<file path="src/rtl/fmp_pkg.sv">
package fmp_pkg;

    localparam int ARRAY_ROWS = 128;
    localparam int CODE_W     = 3;
    localparam int NMSG       = 1 << CODE_W;
    localparam int ADDR_W     = $clog2(ARRAY_ROWS);
    localparam int CNT_W      = ADDR_W + 1;

    typedef enum logic [2:0] {
        ST_IDLE,
        ST_REC,
        ST_MARK,
        ST_PLAY,
        ST_PULSE
    } fmp_state_e;

    typedef struct packed {
        logic [ADDR_W-1:0] base;
        logic [CNT_W-1:0]  rows;
    } part_t;

    // Row count of message idx when the code selects code+1 messages
    function automatic logic [CNT_W-1:0] part_rows_f(input logic [CODE_W-1:0] code,
                                                     input int unsigned idx);
        logic [CNT_W-1:0] r;
        if (idx > int'(code)) begin
            r = '0;
        end else begin
            case (code)
                3'd0:    r = CNT_W'(128);
                3'd1:    r = CNT_W'(64);
                3'd2:    r = (idx == 0) ? CNT_W'(44) : CNT_W'(42);
                3'd3:    r = CNT_W'(32);
                3'd4:    r = (idx == 4) ? CNT_W'(24) : CNT_W'(26);
                3'd5:    r = (idx == 0) ? CNT_W'(23) : CNT_W'(21);
                3'd6:    r = (idx == 0) ? CNT_W'(20) : CNT_W'(18);
                default: r = CNT_W'(16);
            endcase
        end
        return r;
    endfunction

    // First row of message idx: running sum of the lower partitions
    function automatic logic [CNT_W-1:0] part_base_f(input logic [CODE_W-1:0] code,
                                                     input int unsigned idx);
        logic [CNT_W-1:0] s;
        s = '0;
        for (int unsigned j = 0; j < NMSG; j++) begin
            if (j < idx) s = s + part_rows_f(code, j);
        end
        return s;
    endfunction

endpackage

</file>
<file path="src/rtl/fmp_alloc.sv">
module fmp_alloc
    import fmp_pkg::*;
(
    input  logic [CODE_W-1:0]     code,
    output part_t [NMSG-1:0]      parts,
    output logic  [NMSG-1:0]      enabled
);

    for (genvar g = 0; g < NMSG; g++) begin : g_part
        logic [CNT_W-1:0] base_full;
        assign base_full       = part_base_f(code, g);
        assign parts[g].base   = base_full[ADDR_W-1:0];
        assign parts[g].rows   = part_rows_f(code, g);
        assign enabled[g]      = (g <= int'(code));
    end

endmodule

</file>
<file path="src/rtl/fmp_pick.sv">
module fmp_pick
    import fmp_pkg::*;
(
    input  logic                  clk,
    input  logic                  rst,
    input  logic [NMSG-1:0]       msg_n,
    input  logic [NMSG-1:0]       enabled,
    output logic [NMSG-1:0]       fall,
    output logic                  any_start,
    output logic [CODE_W-1:0]     start_idx
);

    logic [NMSG-1:0] prev_n;
    logic [NMSG-1:0] cand;

    always_ff @(posedge clk) begin
        if (rst) prev_n <= '1;
        else     prev_n <= msg_n;
    end

    assign fall = prev_n & ~msg_n;
    assign cand = fall & enabled;

    // Lowest-numbered candidate wins
    always_comb begin
        start_idx = '0;
        for (int i = NMSG - 1; i >= 0; i--) begin
            if (cand[i]) start_idx = CODE_W'(i);
        end
    end

    assign any_start = |cand;

endmodule

</file>
<file path="src/rtl/fmp_seq.sv">
module fmp_seq
    import fmp_pkg::*;
#(
    parameter int PULSE_LEN = 4
) (
    input  logic                  clk,
    input  logic                  rst,
    input  logic                  mode_play,
    input  logic                  any_start,
    input  logic [CODE_W-1:0]     start_idx,
    input  part_t [NMSG-1:0]      parts,
    input  logic [NMSG-1:0]       fall,
    input  logic [NMSG-1:0]       msg_n,
    input  logic                  row_done,
    input  logic                  eom_hit,
    output logic [ADDR_W-1:0]     part_base,
    output logic [CNT_W-1:0]      part_rows,
    output logic [ADDR_W-1:0]     cur_row,
    output logic                  mem_wr_en,
    output logic                  mem_rd_en,
    output logic                  mark_wr,
    output logic                  led_n,
    output logic                  pwr_dn
);

    localparam int PC_W = $clog2(PULSE_LEN) + 1;

    fmp_state_e          st;
    logic [CODE_W-1:0]   idx;
    part_t               act;
    logic [CNT_W-1:0]    cnt;
    logic [PC_W-1:0]     pcnt;
    logic                last_row;

    assign last_row = (cnt == act.rows - CNT_W'(1));

    always_ff @(posedge clk) begin
        if (rst) begin
            st   <= ST_IDLE;
            idx  <= '0;
            act  <= '0;
            cnt  <= '0;
            pcnt <= '0;
        end else begin
            case (st)
                ST_IDLE: begin
                    if (any_start) begin
                        idx  <= start_idx;
                        act  <= parts[start_idx];
                        cnt  <= '0;
                        st   <= mode_play ? ST_PLAY : ST_REC;
                    end
                end
                ST_REC: begin
                    if (msg_n[idx])                 st <= ST_MARK;
                    else if (row_done && last_row)  st <= ST_MARK;
                    else if (row_done)              cnt <= cnt + CNT_W'(1);
                end
                ST_MARK: begin
                    st <= ST_IDLE;
                end
                ST_PLAY: begin
                    if (fall[idx]) begin
                        st <= ST_IDLE;
                    end else if (eom_hit || (row_done && last_row)) begin
                        st   <= ST_PULSE;
                        pcnt <= '0;
                    end else if (row_done) begin
                        cnt <= cnt + CNT_W'(1);
                    end
                end
                ST_PULSE: begin
                    pcnt <= pcnt + PC_W'(1);
                    if (pcnt == PC_W'(PULSE_LEN - 1)) st <= ST_IDLE;
                end
                default: st <= ST_IDLE;
            endcase
        end
    end

    logic busy;
    logic [CNT_W-1:0] row_sum;
    assign busy      = (st != ST_IDLE);
    assign row_sum   = CNT_W'(act.base) + cnt;
    assign part_base = busy ? act.base : '0;
    assign part_rows = busy ? act.rows : '0;
    assign cur_row   = busy ? row_sum[ADDR_W-1:0] : '0;
    assign mem_wr_en = (st == ST_REC);
    assign mem_rd_en = (st == ST_PLAY);
    assign mark_wr   = (st == ST_MARK);
    assign led_n     = !((st == ST_REC) || (st == ST_PULSE));
    assign pwr_dn    = !busy;

endmodule

</file>
<file path="src/rtl/fixed_msg_partition.sv">
module fixed_msg_partition
    import fmp_pkg::*;
#(
    parameter int PULSE_LEN = 4
) (
    input  logic                  clk,
    input  logic                  rst,
    input  logic [CODE_W-1:0]     cfg_code,
    input  logic                  play_sel,
    input  logic [NMSG-1:0]       msg_n,
    input  logic                  row_done,
    input  logic                  eom_hit,
    output logic [ADDR_W-1:0]     part_base,
    output logic [CNT_W-1:0]      part_rows,
    output logic [ADDR_W-1:0]     cur_row,
    output logic                  mem_wr_en,
    output logic                  mem_rd_en,
    output logic                  mark_wr,
    output logic                  led_n,
    output logic                  pwr_dn
);

    logic [CODE_W-1:0] code_q;
    logic              mode_q;

    // Configuration is captured only while reset is held
    always_ff @(posedge clk) begin
        if (rst) begin
            code_q <= cfg_code;
            mode_q <= play_sel;
        end
    end

    part_t [NMSG-1:0]  parts;
    logic  [NMSG-1:0]  enabled;
    logic  [NMSG-1:0]  fall;
    logic              any_start;
    logic [CODE_W-1:0] start_idx;

    fmp_alloc u_alloc (
        .code    (code_q),
        .parts   (parts),
        .enabled (enabled)
    );

    fmp_pick u_pick (
        .clk       (clk),
        .rst       (rst),
        .msg_n     (msg_n),
        .enabled   (enabled),
        .fall      (fall),
        .any_start (any_start),
        .start_idx (start_idx)
    );

    fmp_seq #(.PULSE_LEN(PULSE_LEN)) u_seq (
        .clk       (clk),
        .rst       (rst),
        .mode_play (mode_q),
        .any_start (any_start),
        .start_idx (start_idx),
        .parts     (parts),
        .fall      (fall),
        .msg_n     (msg_n),
        .row_done  (row_done),
        .eom_hit   (eom_hit),
        .part_base (part_base),
        .part_rows (part_rows),
        .cur_row   (cur_row),
        .mem_wr_en (mem_wr_en),
        .mem_rd_en (mem_rd_en),
        .mark_wr   (mark_wr),
        .led_n     (led_n),
        .pwr_dn    (pwr_dn)
    );

endmodule

</file>
<file path="config.mk">
export PLATFORM = sky130hd
export DESIGN_NAME = fixed_msg_partition
export DESIGN_NICKNAME = d
export VERILOG_FILES = /design/src/rtl/fmp_pkg.sv /design/src/rtl/fmp_alloc.sv /design/src/rtl/fmp_pick.sv /design/src/rtl/fmp_seq.sv /design/src/rtl/fixed_msg_partition.sv
export SDC_FILE = /design/constraint.sdc
export NUM_CORES = 1
export LEC_CHECK = 0
export BUFFER_PORTS_ARGS = -buffer_cell sky130_fd_sc_hd__buf_2
export CAP_MARGIN = 20
export CORE_MARGIN = 4
export CORE_UTILIZATION = 40
export CTS_CLUSTER_DIAMETER = 150
export DETAILED_ROUTE_END_ITERATION = 10
export MAX_ROUTING_LAYER = met4
export SETUP_SLACK_MARGIN = 0.05
export SLEW_MARGIN = 20
export SYNTH_ARGS = -nofsm -noshare
export SYNTH_HDL_FRONTEND = slang
export SYNTH_SLANG_ARGS = --single-unit
</file>
<file path="constraint.sdc">
create_clock -name clk -period 6.9 [get_ports clk]
set_input_delay 1.035 -clock clk [delete_from_list [all_inputs] [get_ports clk]]
set_output_delay 1.035 -clock clk [all_outputs]
set_load 0.01 [all_outputs]
</file>
# [Yosys cells after proc, flatten, opt, wreduce, memory -nomap -nowiden]
# Cells that the tools add are included.
[op_classes] eq_ne=21 n_reduce_logical=15 magnitude_cmp=16 bitwise=3 mux=45 n_addsub=10
[ops] cell="$pmux 8 s7" n=3
[ops] cell="$mux 8" n=14
[ops] cell="$add 7x7->7" n=7
[ops] cell="$mux 3" n=16
[ops] cell="$bmux 15 s3" n=1
[ops] cell="$pmux 8 s3" n=1
[ops] cell="$and 8x8->8" n=2
[ops] cell="$eq 3x2->1 const B" n=5
[ops] cell="$mux 15" n=1
[ops] cell="$mux 7" n=2
[ops] cell="$eq 3x3->1 const B" n=4
[ops] cell="$gt 3x3->1 const A" n=4
[ops] cell="$le 3x3->1 const A" n=4
[ops] cell="$pmux 3 s4" n=1
[ops] cell="$ne 2x2->1 const B" n=5
[ops] cell="$add 8x1->8 const B" n=1
[ops] cell="$eq 8x8->1" n=1
[ops] cell="$lt 3x4->1 const B" n=2
[ops] cell="$not 8->8" n=1
[ops] cell="$reduce_or 8->1" n=1
[ops] cell="$sub 8x1->8 const B" n=1
[ops] cell="$bmux 1 s3" n=2
[ops] cell="$eq 3x1->1 const B" n=2
[ops] cell="$gt 2x3->1 const A" n=2
[ops] cell="other kinds (19)" n=27
[totals] output_inout_bits=27 register_bits=44 inputBits=16 word_cells=119

# [Depth between registers and ports, before layout]
# Gate-level depths: netlist (run 1).
[logic_depth] ltp_word=13 depth_mapped=22 depth_no_buf=21

# [Hierarchy]
# A second synthesis (run 1) with hierarchy kept.
[hier_totals] cells_unflattened=572 hier_area_um2=5098.6
[by_module_without_submodules] mod="fmp_seq" cells_per_inst=312 n_inst=1 area_per_inst_um2=3010.4
[by_module_without_submodules] mod="fmp_alloc" cells_per_inst=212 n_inst=1 area_per_inst_um2=1561.5
[by_module_without_submodules] mod="fmp_pick" cells_per_inst=44 n_inst=1 area_per_inst_um2=406.6
[by_module_without_submodules] mod="fixed_msg_partition" cells_per_inst=4 n_inst=1 area_per_inst_um2=120.1

# [Worst setup path after synthesis (run 1)]
# Ideal clock, no wire load.
[synth_timing] kind="reg-to-reg" from="register code_q[1]" to="register u_seq.act[12] (netlist bit)" slack_ns=1.525 setup_time_ns=0.086 path_stages_with_launch=20 path_buffers=1 period_less_slack_ns=5.375 arrival_time_ns=5.289 cell_sequence="edfxtp_1 > buf_4 > nor2_1 > nor2_1 > ha_1 > xnor2_1 > fa_1 > inv_1 > fa_1 > inv_1 > fa_1 > inv_1 > fa_1 > fa_1 > a21o_1 > a21oi_1 > nor2_1 > xor2_1 > a311o_1 > a211oi_1"
[synth_via] elab_chain_len=12 elab_cells_between_ends=48 cone_classes="add/sub: 6; order compare: 13; eq/ne: 6; mux: 19; bitwise: 1; reduce/logical: 3"
[synth_lines] item="start, declared" line="fixed_msg_partition.sv:23" rtl="logic [CODE_W-1:0] code_q;"
[synth_lines] item="start signal, assigned" line="fixed_msg_partition.sv:29" rtl="code_q <= cfg_code;"
[synth_lines] item="parallel branches: the longest is 12 deep, another holds $add 7x7->7"
[synth_lines] item="end signal, assigned" line="fmp_seq.sv:49" rtl="act <= parts[start_idx];"
[synth_lines] item="end, declared" line="fmp_seq.sv:30" rtl="part_t act;"
# Several ways; the timed one is not identified. The select of a mux whose other input is x is not followed.
# A chain may end at the register's enable or synchronous reset.

# [Final worst setup path (run 1)]
[layout_timing] from="register code_q[2]" to="register u_seq.act[12] (netlist bit)"
# The elaborated chain is that of the path after synthesis.

==> results of run 1 <==
cell families after synthesis:
family          Yosys count  synth area share, %
buf+inv                  48                 5.18
other cells               1               0.0913
mux                      20                 6.52
xor+xnor                 30                 6.40
simple gates            183                 23.5
flops                    44                 22.4
fa+ha+maj                39                 13.0
compound gates          131                 22.9
metal layers:
metal / GRT usage (%) / vias up
met4: 5.25 / 0
met5: - / -
met3: 2.88 / 19
met1: 27.3 / 1731
li1: - / 1851
met2: 28.1 / 117
placed cells by master (no fill, tap or decap), drive strengths merged, types with 5 or more instances in the layout:
cell    instances
nand3b          5
nand2          31
ha             33
nor2b          25
clkbuf          7
dfxtp          40
o22ai           5
o21a            8
fa              6
o21ai          15
nor2           51
a21oi          37
mux2i          14
xor2           10
conb            6
buf            47
xnor2          20
or2            11
a21o           15
nand3           9
inv            20
nor3b           6
nand2b         13
nor3           13
state kept, by name, summed over array words and instances (netlist names):
register       flops
code_q             3
mode_q             1
u_pick.prev_n      8
u_seq.act         15
u_seq.cnt          8
u_seq.idx          3
u_seq.pcnt         3
u_seq.st           3
metrics by stage:
stage	area, um^2	hold slack [ps]	setup slack (ps)	total power [W]
floorplan	4130	460	1530	0.000748
global placement	4410	470	1130	0.000869
detailed placement	4410	472	1000	0.000878
CTS	4510	492	959	0.00107
global route	4510	514	580	0.00115
finish	4510	488	922	0.00106
power groups by stage:
stage	Sequential (W)	Combinational, W	Clock [W]
after global placement	0.000325	0.000544	0
after CTS	0.000320	0.000554	0.000192
after global routing	0.000325	0.000625	0.000202
after floorplan	0.000310	0.000438	0
final	0.000320	0.000557	0.000187
after detailed placement	0.000326	0.000552	0
final timing paths:
path / cells past startpoint / from / endpoint / slack (ps)
min reg2reg: 1 / u_seq.pcnt[2] / u_seq.pcnt[2] / 490
min: 1 / u_seq.pcnt[2] / u_seq.pcnt[2] / 490
max: 19 / code_q[2] / u_seq.act[12] / 920
max reg2reg: 19 / code_q[2] / u_seq.act[12] / 920
critical path, delay by kind of cell, from the launching register on:
kind / cells / cell delay, ps
compound gates: 4 / 980
buf+inv: 5 / 580
simple gates: 2 / 240
flops: 1 / 670
xor+xnor: 2 / 320
fa+ha+maj: 6 / 3090
layout make-up:
cell class | instances | area share (%)
Multi-Input combinational cell | 409 | 66.5
Sequential cell | 44 | 20.4
Timing Repair Buffer | 47 | 5.49
Tap cell | 133 | 3.69
Clock buffer | 7 | 2.16
Inverter | 20 | 1.66
Clock inverter | 1 | 0.111
==> out/results.ini, run 1 <==
[outcome]
status=finished clean

[place]
post-place-cells=653
place.detailed.hpwl_mm=8.15
numPortBuffers=42
globalplace.congestion=0.913

[setup_path]
slowest_stage=sky130_fd_sc_hd__edfxtp_1
cell_type_with_the_highest_occurrence_count_on_the_critical_path=sky130_fd_sc_hd__fa_1
signal_arrival_time_at_the_worst_endpoint_ps=6200
crit_path_cell_trace=nand2b_1 -> buf_4 -> inv_1 -> ha_1 -> xnor2_1 -> fa_1 -> inv_1 -> fa_1 -> inv_1 -> fa_1 -> inv_1 -> fa_1 -> fa_1 -> a21o_1 -> a21oi_1 -> nor2_1 -> xor2_1 -> a311o_1 -> a211oi_1
timing.critical_path.fanout_max=19
worst_path_required_time_ps=7120
critPathLaunchType=flop
critPathKind=flop to flop
slowest_delay_ps=670
worst_setup_path_end_kind=flop

[power]
pwr_density_cell_nw_per_um2=236
p_comb_share_pct=52.3
static-leakage-power_nw=1.95
netsw_w=0.000452
ir_drop_v=0.000119
sequential_group_share_of_total_power_pct=30.1
switching_share_pct=42.5
clkPwrFrac_pct=17.6
internal_power_w=0.000613

[logic_synthesis]
post_synth_num_cell_types=78
synth_seq_cells=44
yosys_warns=0
synth.most_common_cell=sky130_fd_sc_hd__nor2_1
asyncSetResetFlopFracSynth_pct=0
syn_area_um2=4110
most_used_flip_flop_cell_after_synthesis=sky130_fd_sc_hd__dfxtp_1
synth_enable_flop_cells=4
synthTopCellsByArea=sky130_fd_sc_hd__dfxtp_1 (20%), sky130_fd_sc_hd__ha_1 (10%), sky130_fd_sc_hd__nor2_1 (4.6%)
synth_largest_type_area_fraction_pct=19.5
synthesis.area_per_instance_um2=8.28
netlist.top_cell.by_area=sky130_fd_sc_hd__dfxtp_1
synth_sequential_area_ratio_pct=22.4
synth.top_cells.by_count=sky130_fd_sc_hd__nor2_1 (50), sky130_fd_sc_hd__dfxtp_1 (40), sky130_fd_sc_hd__a21oi_1 (36), sky130_fd_sc_hd__ha_1 (33), sky130_fd_sc_hd__nand2_1 (30)
synthCells=496

[detailed_routing]
route.vias.total=3718
detailedRoute.firstPassIterationCount=5
post-route-drc-count=0
totalWireLength_mm=10.5
via_per_inst=5.62
top_layer=met4
dr_wl_met3_um=551
route.met2.wl_mm=4.70
met1Wirelength_mm=5.09
initialDrtViolationCount=279
drt.antenna.violating_nets=0
routed_wire_length_per_instance_um=15.9

[clock_tree]
cts_root_buffer=sky130_fd_sc_hd__clkbuf_8
tritoncts.num_buffers=5
post_cts.repair.setup_buffers=0
cts-root-to-sink-buffers=2
htree_num_levels=2
tritoncts=done
post_cts_resized=0
clkLatencyLatePin_ps=300
cts.sink_count=44
holdBufCountCts=0
clkTransAtPathRegs_ps=100

[cells_and_area]
signed_area_change_from_the_synthesized_netlist_to_the_final_layout_pct=9.84
num_antenna_cells=0
final_cell_count_no_fill=661
seq_area_um2=921
finalCoreUtilization_pct=45.7
layout.filler_cells=999
multi_input_comb_area_um2=3000
nets=582
post_route_cells_drive_above_1_share_pct=15.5

[sta]
final.period_utilization_pct=86.6
worst_case_headroom_to_the_max_slew_limit_pct=34.3
unrepaired_setup_endpoints_after_global_routing=no
timing.final.hold_violations=0
worst_slew_pin_slew_ps=982
timing.final.setup_violations=0
setup_total_negative_slack_ps=0
maxSlewViolCount=0
finalClockSkew_ps=13.1
fmax_ghz=0.167
fin_crit_ps=5980

[grt]
overflow=0
first_global_vias=3512
grt_pass1_wl_mm=18.0
track_usage_pct=19.1
grt_antenna_before_repair=0
grt_max_degree=45

[flow_run]
maxCapViolCount=0

[floorplan]
std_cell_rows=36
die_h_um=109
fp.dieW_um=109
core-area_um2=9860
initial_utilization_pct=41.6
fp.dieArea_um2=12000
io_pins=43

[hold_path]
hold_class=flop to flop

(Power assumes the default switching activity.)
==> inputs of run 2 (changes only) <==
--- a/config.mk
+++ b/config.mk
@@ -12,6 +12,7 @@
 export CTS_CLUSTER_DIAMETER = 150
 export DETAILED_ROUTE_END_ITERATION = 10
 export MAX_ROUTING_LAYER = met4
+export RECOVER_POWER = 50
 export SETUP_SLACK_MARGIN = 0.05
 export SLEW_MARGIN = 20
 export SYNTH_ARGS = -nofsm -noshare
==> run 2 against run 1 <==
The run now ends with capacitance limit, slew limit left. Critical path depth shrank 1. Clock skew shrank 0.98 ps. Via count grew 1.3%. Design area shrank 0.44%. Cell count is the same. Largest cell class unchanged.
==> out/results.ini, run 2 (synthesized netlist as in run 1, its figures left out) <==
[setup_path]
rr_startpoint=code_q[2]
slowest_stage=sky130_fd_sc_hd__edfxtp_1
r2r_cells=18  ; -1
worst_path_required_time_ps=7100  ; -20 ps
r2r-end=u_seq.act[12]
cell_type_with_the_highest_occurrence_count_on_the_critical_path=sky130_fd_sc_hd__fa_1
cp.buffers_inverters=3  ; -2
signal_arrival_time_at_the_worst_endpoint_ps=6200  ; about the same
timing.critical_path.fanout_max=19  ; unchanged
regToRegSetupSlack_ps=900  ; -20 ps
slowest_delay_ps=670  ; about the same
timing.critical_path.max_delay_family=adder cells
critPathKind=flop to flop
critPathLaunchType=flop
crit_path_cell_trace=nor2_1 -> nor2_1 -> ha_1 -> xnor2_1 -> fa_1 -> inv_1 -> fa_1 -> inv_1 -> fa_1 -> inv_1 -> fa_1 -> fa_1 -> a21o_1 -> a21oi_1 -> nor2_1 -> xor2_1 -> a311o_1 -> a211oi_1
worst_setup_path_end_kind=flop

[sta]
fmax_ghz=0.167  ; -0.32%
timing.final.setup_violations=0  ; unchanged
setup_total_negative_slack_ps=0  ; unchanged
finalClockSkew_ps=12.1  ; -0.977 ps
final_hold_slack_ps=488  ; -0.0820 ps
worst_slew_pin_slew_ps=1820  ; +835 ps
timing.final.hold_violations=0  ; unchanged
fin_crit_ps=6000  ; +19.4 ps
worst_case_headroom_to_the_max_slew_limit_pct=-21.2  ; -55 points
final.period_utilization_pct=86.9  ; +0.28 points
unrepaired_setup_endpoints_after_global_routing=no
maxSlewViolCount=45  ; +45

[detailed_routing]
route.vias.total=3767  ; +1.3%
post-route-drc-count=0  ; unchanged
drt.antenna.violating_nets=0  ; unchanged
detailedRoute.firstPassIterationCount=5  ; unchanged
initialDrtViolationCount=270  ; -3.2%
via_per_inst=5.70  ; +1.3%
routed_wire_length_per_instance_um=15.9  ; about the same
totalWireLength_mm=10.5  ; about the same

[cells_and_area]
layout.filler_cells=1008  ; +0.90%
num_antenna_cells=0  ; unchanged
reg_top3=u_seq.act: 15 flops, u_pick.prev_n: 8 flops, u_seq.cnt: 8 flops
post_route_cells_drive_above_1_share_pct=13.6  ; -1.9 points
finalCoreUtilization_pct=45.5  ; -0.20 points
top_register=u_seq.act
final_cell_count_no_fill=661  ; unchanged
nets=582  ; unchanged
mostFrequentLayoutCells=sky130_fd_sc_hd__nor2_1 (50), sky130_fd_sc_hd__dfxtp_1 (40), sky130_fd_sc_hd__a21oi_1 (36), sky130_fd_sc_hd__buf_2 (35), sky130_fd_sc_hd__ha_1 (33)
largest_reg_flops=15  ; unchanged
mostFrequentLayoutCell=sky130_fd_sc_hd__nor2_1
signed_area_change_from_the_synthesized_netlist_to_the_final_layout_pct=9.35

[floorplan]
initial_utilization_pct=41.6  ; unchanged
fp.dieArea_um2=12000  ; unchanged
die_h_um=109  ; unchanged
core-area_um2=9860  ; unchanged
io_pins=43  ; unchanged
fp.dieW_um=109  ; unchanged
std_cell_rows=36  ; unchanged

[grt]
overflow=0  ; unchanged
first_global_vias=3512  ; unchanged
grt_max_degree=45  ; unchanged
grt_pass1_wl_mm=18.0  ; unchanged
grt_antenna_before_repair=0  ; unchanged
track_usage_pct=19.1  ; unchanged

[flow_run]
maxCapViolCount=1  ; +1

[outcome]
status=finished, violations left
failed_checks=capacitance limit, slew limit

[clock_tree]
clkTransAtPathRegs_ps=90  ; about the same
htree_num_levels=2  ; unchanged
clkLatencyLatePin_ps=300  ; about the same
holdBufCountCts=0  ; unchanged
cts_root_buffer=sky130_fd_sc_hd__clkbuf_8
post_cts_resized=0  ; unchanged
cts-root-to-sink-buffers=2  ; unchanged
post_cts.repair.setup_buffers=0  ; unchanged
cts.sink_count=44  ; unchanged
tritoncts=done
tritoncts.num_buffers=5  ; unchanged

[power]
static-leakage-power_nw=1.93  ; -1.3%
pwr_density_cell_nw_per_um2=236  ; -0.19%
ir_drop_v=0.000110  ; -7.5%
total_power_consumption_of_the_routed_design_w=0.00106  ; -0.63%

[place]
numPortBuffers=42  ; unchanged
place.detailed.hpwl_mm=8.15  ; unchanged
globalplace.congestion=0.913  ; unchanged
post-place-cells=653  ; unchanged

[hold_path]
worst_hold_path.endpoint=u_seq.pcnt[2]
holdCritStartpoint=u_seq.pcnt[2]
hold_class=flop to flop
min_delay_path_depth=1  ; unchanged

==> run 2: changes by cell type in the layout (fill, tap and decap cells not counted), sizes merged <==
| cell | before | now |
|---|---|---|
| buf | 47 | 39 |
| clkbuf | 7 | 15 |
==> run 2: where the power goes <==
part / internal, W / switching [W]
clock: 0.0000931 / 0.0000934
combinational: 0.000233 / 0.000318
sequential: 0.000283 / 0.0000374
total: 0.000609 / 0.000449
==> run 2: routing by layer <==
layer	GRT usage, %	vias up	part of all wire [%]
met2	28.1	143	44
li1	-	1853	-
met3	2.88	19	6.7
met1	27.3	1752	47
met4	5.25	0	1.9
met5	-	-	0
==> run 2: layout make-up <==
| class | instances | area (um^2) | area share (%) |
|---|---|---|---|
| clock buffer | 7 | 97.6 | 2.17 |
| clock inverter | 1 | 5.00 | 0.111 |
| inverter | 20 | 75.1 | 1.67 |
| multi-input combinational | 409 | 2990 | 66.6 |
| sequential | 44 | 921 | 20.5 |
| tap | 133 | 166 | 3.71 |
| timing repair buffer | 47 | 235 | 5.24 |
==> run 2: worst max path at each step <==
stage | slack, ps | from | endpoint | cells past startpoint
finish | 900 | code_q[2] | u_seq.act[12] | 18
global route | 560 | code_q[2] | u_seq.act[12] | 18
CTS | 960 | code_q[2] | u_seq.act[12] | 18
detailed placement | 1000 | code_q[2] | u_seq.act[12] | 19
global placement | 1130 | code_q[2] | u_seq.act[12] | 19
floorplan | 1530 | code_q[1] | u_seq.act[12] | 19
==> run 2: metrics by stage <==
stage               setup WS (ps)  cell area (um^2)
finish                        903              4490
CTS                           959              4510
global placement             1130              4410
detailed placement           1000              4410
floorplan                    1530              4130
global route                  560              4490
==> inputs of run 3 (changes only) <==
--- a/config.mk
+++ b/config.mk
@@ -8,7 +8,7 @@
 export BUFFER_PORTS_ARGS = -buffer_cell sky130_fd_sc_hd__buf_2
 export CAP_MARGIN = 20
 export CORE_MARGIN = 4
-export CORE_UTILIZATION = 40
+export CORE_UTILIZATION = 45
 export CTS_CLUSTER_DIAMETER = 150
 export DETAILED_ROUTE_END_ITERATION = 10
 export MAX_ROUTING_LAYER = met4
==> run 3 against run 2 <==
The flow still finishes with violations (capacitance limit, slew limit). Clock power fell by 6%. Non-clock buffer count is the same. Clock-buffer cell count did not move.
==> out/results.ini, run 3 (synthesized netlist as in run 1, its figures left out) <==
[outcome]
status=finished, violations left
failed_checks=capacitance limit, slew limit

[setup_path]
worst_setup_path_end_kind=flop
worst_path_required_time_ps=7100  ; about the same
cell_type_with_the_highest_occurrence_count_on_the_critical_path=sky130_fd_sc_hd__fa_1
timing.critical_path.max_delay_family=adder cells
critPathLaunchType=flop
slowest_stage=sky130_fd_sc_hd__edfxtp_1
r2r_cells=17  ; -1
rr_startpoint=code_q[0]
signal_arrival_time_at_the_worst_endpoint_ps=6110  ; -90 ps
slowest_delay_ps=750  ; +80 ps
crit_path_cell_trace=inv_1 -> nor2_2 -> xnor2_1 -> fa_1 -> inv_1 -> fa_1 -> inv_1 -> fa_1 -> inv_1 -> fa_1 -> fa_1 -> a21o_1 -> a21oi_1 -> nor2_1 -> xor2_1 -> a311o_1 -> a211oi_1
regToRegSetupSlack_ps=990  ; +80 ps
r2r-end=u_seq.act[12]
cp.buffers_inverters=4  ; +1
critPathKind=flop to flop
timing.critical_path.fanout_max=19  ; unchanged

[power]
internal_power_w=0.000595  ; -2.3%
static-leakage-power_nw=1.86  ; -3.7%
ir_drop_v=0.000101  ; -8.8%
clkPwrFrac_pct=16.8  ; -0.8 points
switching_share_pct=43.1  ; +0.70 points
pwr_density_cell_nw_per_um2=236  ; +0.20%
sequential_group_share_of_total_power_pct=30.5  ; +0.2 points
netsw_w=0.000451  ; +0.52%
p_comb_share_pct=52.7  ; +0.6 points

[detailed_routing]
initialDrtViolationCount=219  ; -19%
detailedRoute.firstPassIterationCount=4  ; -1
via_per_inst=5.79  ; +1.7%
drt.antenna.violating_nets=0  ; unchanged
routed_wire_length_per_instance_um=16.7  ; +4.7%
totalWireLength_mm=10.6  ; +0.73%
post-route-drc-count=0  ; unchanged
route.vias.total=3685  ; -2.2%

[clock_tree]
cts.sink_count=44  ; unchanged
clkLatencyLatePin_ps=300  ; about the same
post_cts_resized=0  ; unchanged
post_cts.repair.setup_buffers=0  ; unchanged
cts_root_buffer=sky130_fd_sc_hd__clkbuf_8
holdBufCountCts=0  ; unchanged
htree_num_levels=2  ; unchanged
tritoncts.num_buffers=5  ; unchanged
clkTransAtPathRegs_ps=90  ; about the same
tritoncts=done
cts-root-to-sink-buffers=2  ; unchanged

[cells_and_area]
mostFrequentLayoutCells=sky130_fd_sc_hd__nor2_1 (50), sky130_fd_sc_hd__dfxtp_1 (40), sky130_fd_sc_hd__a21oi_1 (36), sky130_fd_sc_hd__ha_1 (33), sky130_fd_sc_hd__nand2_1 (30)
reg_top3=u_seq.act: 15 flops, u_pick.prev_n: 8 flops, u_seq.cnt: 8 flops
largest_reg_flops=15  ; unchanged
final_cell_count_no_fill=636  ; -3.8%
post_route_cells_drive_above_1_share_pct=11.2  ; -2.5 points
nets=582  ; unchanged
multi_input_comb_area_um2=2990  ; about the same
num_antenna_cells=0  ; unchanged
seq_area_um2=921  ; unchanged
mostFrequentLayoutCell=sky130_fd_sc_hd__nor2_1
finalCoreUtilization_pct=50.3  ; +4.8 points
layout.cell_area.non_filler_um2=4430  ; -1.3%
layout.filler_cells=877  ; -13%
top_register=u_seq.act
signed_area_change_from_the_synthesized_netlist_to_the_final_layout_pct=7.92

[sta]
fin_crit_ps=5910  ; -83.6 ps
worst_case_headroom_to_the_max_slew_limit_pct=-25.8  ; -4.6 points
fmax_ghz=0.169  ; +1.4%
finalWorstSetupSlack_ps=986  ; +83.6 ps
final.period_utilization_pct=85.7  ; -1.2 points
timing.final.hold_violations=0  ; unchanged
setup_total_negative_slack_ps=0  ; unchanged
timing.final.setup_violations=0  ; unchanged
unrepaired_setup_endpoints_after_global_routing=no
finalClockSkew_ps=9.76  ; -2.38 ps
worst_slew_pin_slew_ps=1890  ; +68.9 ps
maxSlewViolCount=45  ; unchanged

[grt]
track_usage_pct=20.3  ; +1.2 points
grt_pass1_wl_mm=18.0  ; +0.12%
first_global_vias=3597  ; +2.4%
overflow=0  ; unchanged
grt_antenna_before_repair=0  ; unchanged
grt_max_degree=45  ; unchanged

[place]
post-place-cells=628  ; -3.8%
numPortBuffers=42  ; unchanged
place.detailed.hpwl_mm=8.27  ; +1.6%
placement.cell_area_um2=4370  ; -0.85%
placement.setup.worst_slack_ps=1060  ; +62.4 ps
globalplace.congestion=0.890  ; -2.6%

[floorplan]
std_cell_rows=34  ; -5.6%
fp.dieW_um=104  ; -5.3%
fp.dieArea_um2=10700  ; -10%
core-area_um2=8810  ; -11%
initial_utilization_pct=46.6  ; +5.0 points
die_h_um=104  ; -5.3%
io_pins=43  ; unchanged

[flow_run]
maxCapViolCount=1  ; unchanged

[hold_path]
holdCritStartpoint=u_seq.pcnt[2]
hold_class=flop to flop
min_delay_path_depth=1  ; unchanged
worst_hold_path.endpoint=u_seq.pcnt[2]

run 3: per-layer routing:
layer,vias up,wire length (um),track usage [%]
li1,1843,-,-
met2,105,4810,31.9
met5,-,0,-
met4,0,136,5.13
met1,1725,5110,27.6
met3,12,558,3.05
run 3: metrics by stage:
step	power (W)	hold slack [ps]
4_1_cts	0.00105	503
3_3_place_gp	0.000867	467
5_1_grt	0.00114	527
6_report	0.00105	501
3_5_place_dp	0.000878	481
2_1_floorplan	0.000748	460
run 3: layout make-up:
class                           instances  area share (%)
Sequential cell                        44            20.8
Timing Repair Buffer                   47            4.88
Inverter                               20            1.69
Tap cell                              108            3.05
Clock buffer                            7            1.95
Multi-Input combinational cell        409            67.5
Clock inverter                          1           0.141
run 3: worst max path at each step:
stage,startpoint,to,cells past startpoint
after floorplan,code_q[1],u_seq.act[12],19
after global placement,code_q[0],u_seq.act[12],17
after detailed placement,code_q[0],u_seq.act[12],17
after CTS,code_q[0],u_seq.act[12],17
after global routing,code_q[0],u_seq.act[12],17
final,code_q[0],u_seq.act[12],17
run 3: power by group through the flow:
stage,logic (W),registers [W],clock network [W]
2_1_floorplan,0.000438,0.000310,0
3_3_place_gp,0.000543,0.000324,0
3_5_place_dp,0.000554,0.000325,0
4_1_cts,0.000556,0.000319,0.000180
5_1_grt,0.000623,0.000324,0.000188
6_report,0.000551,0.000319,0.000176
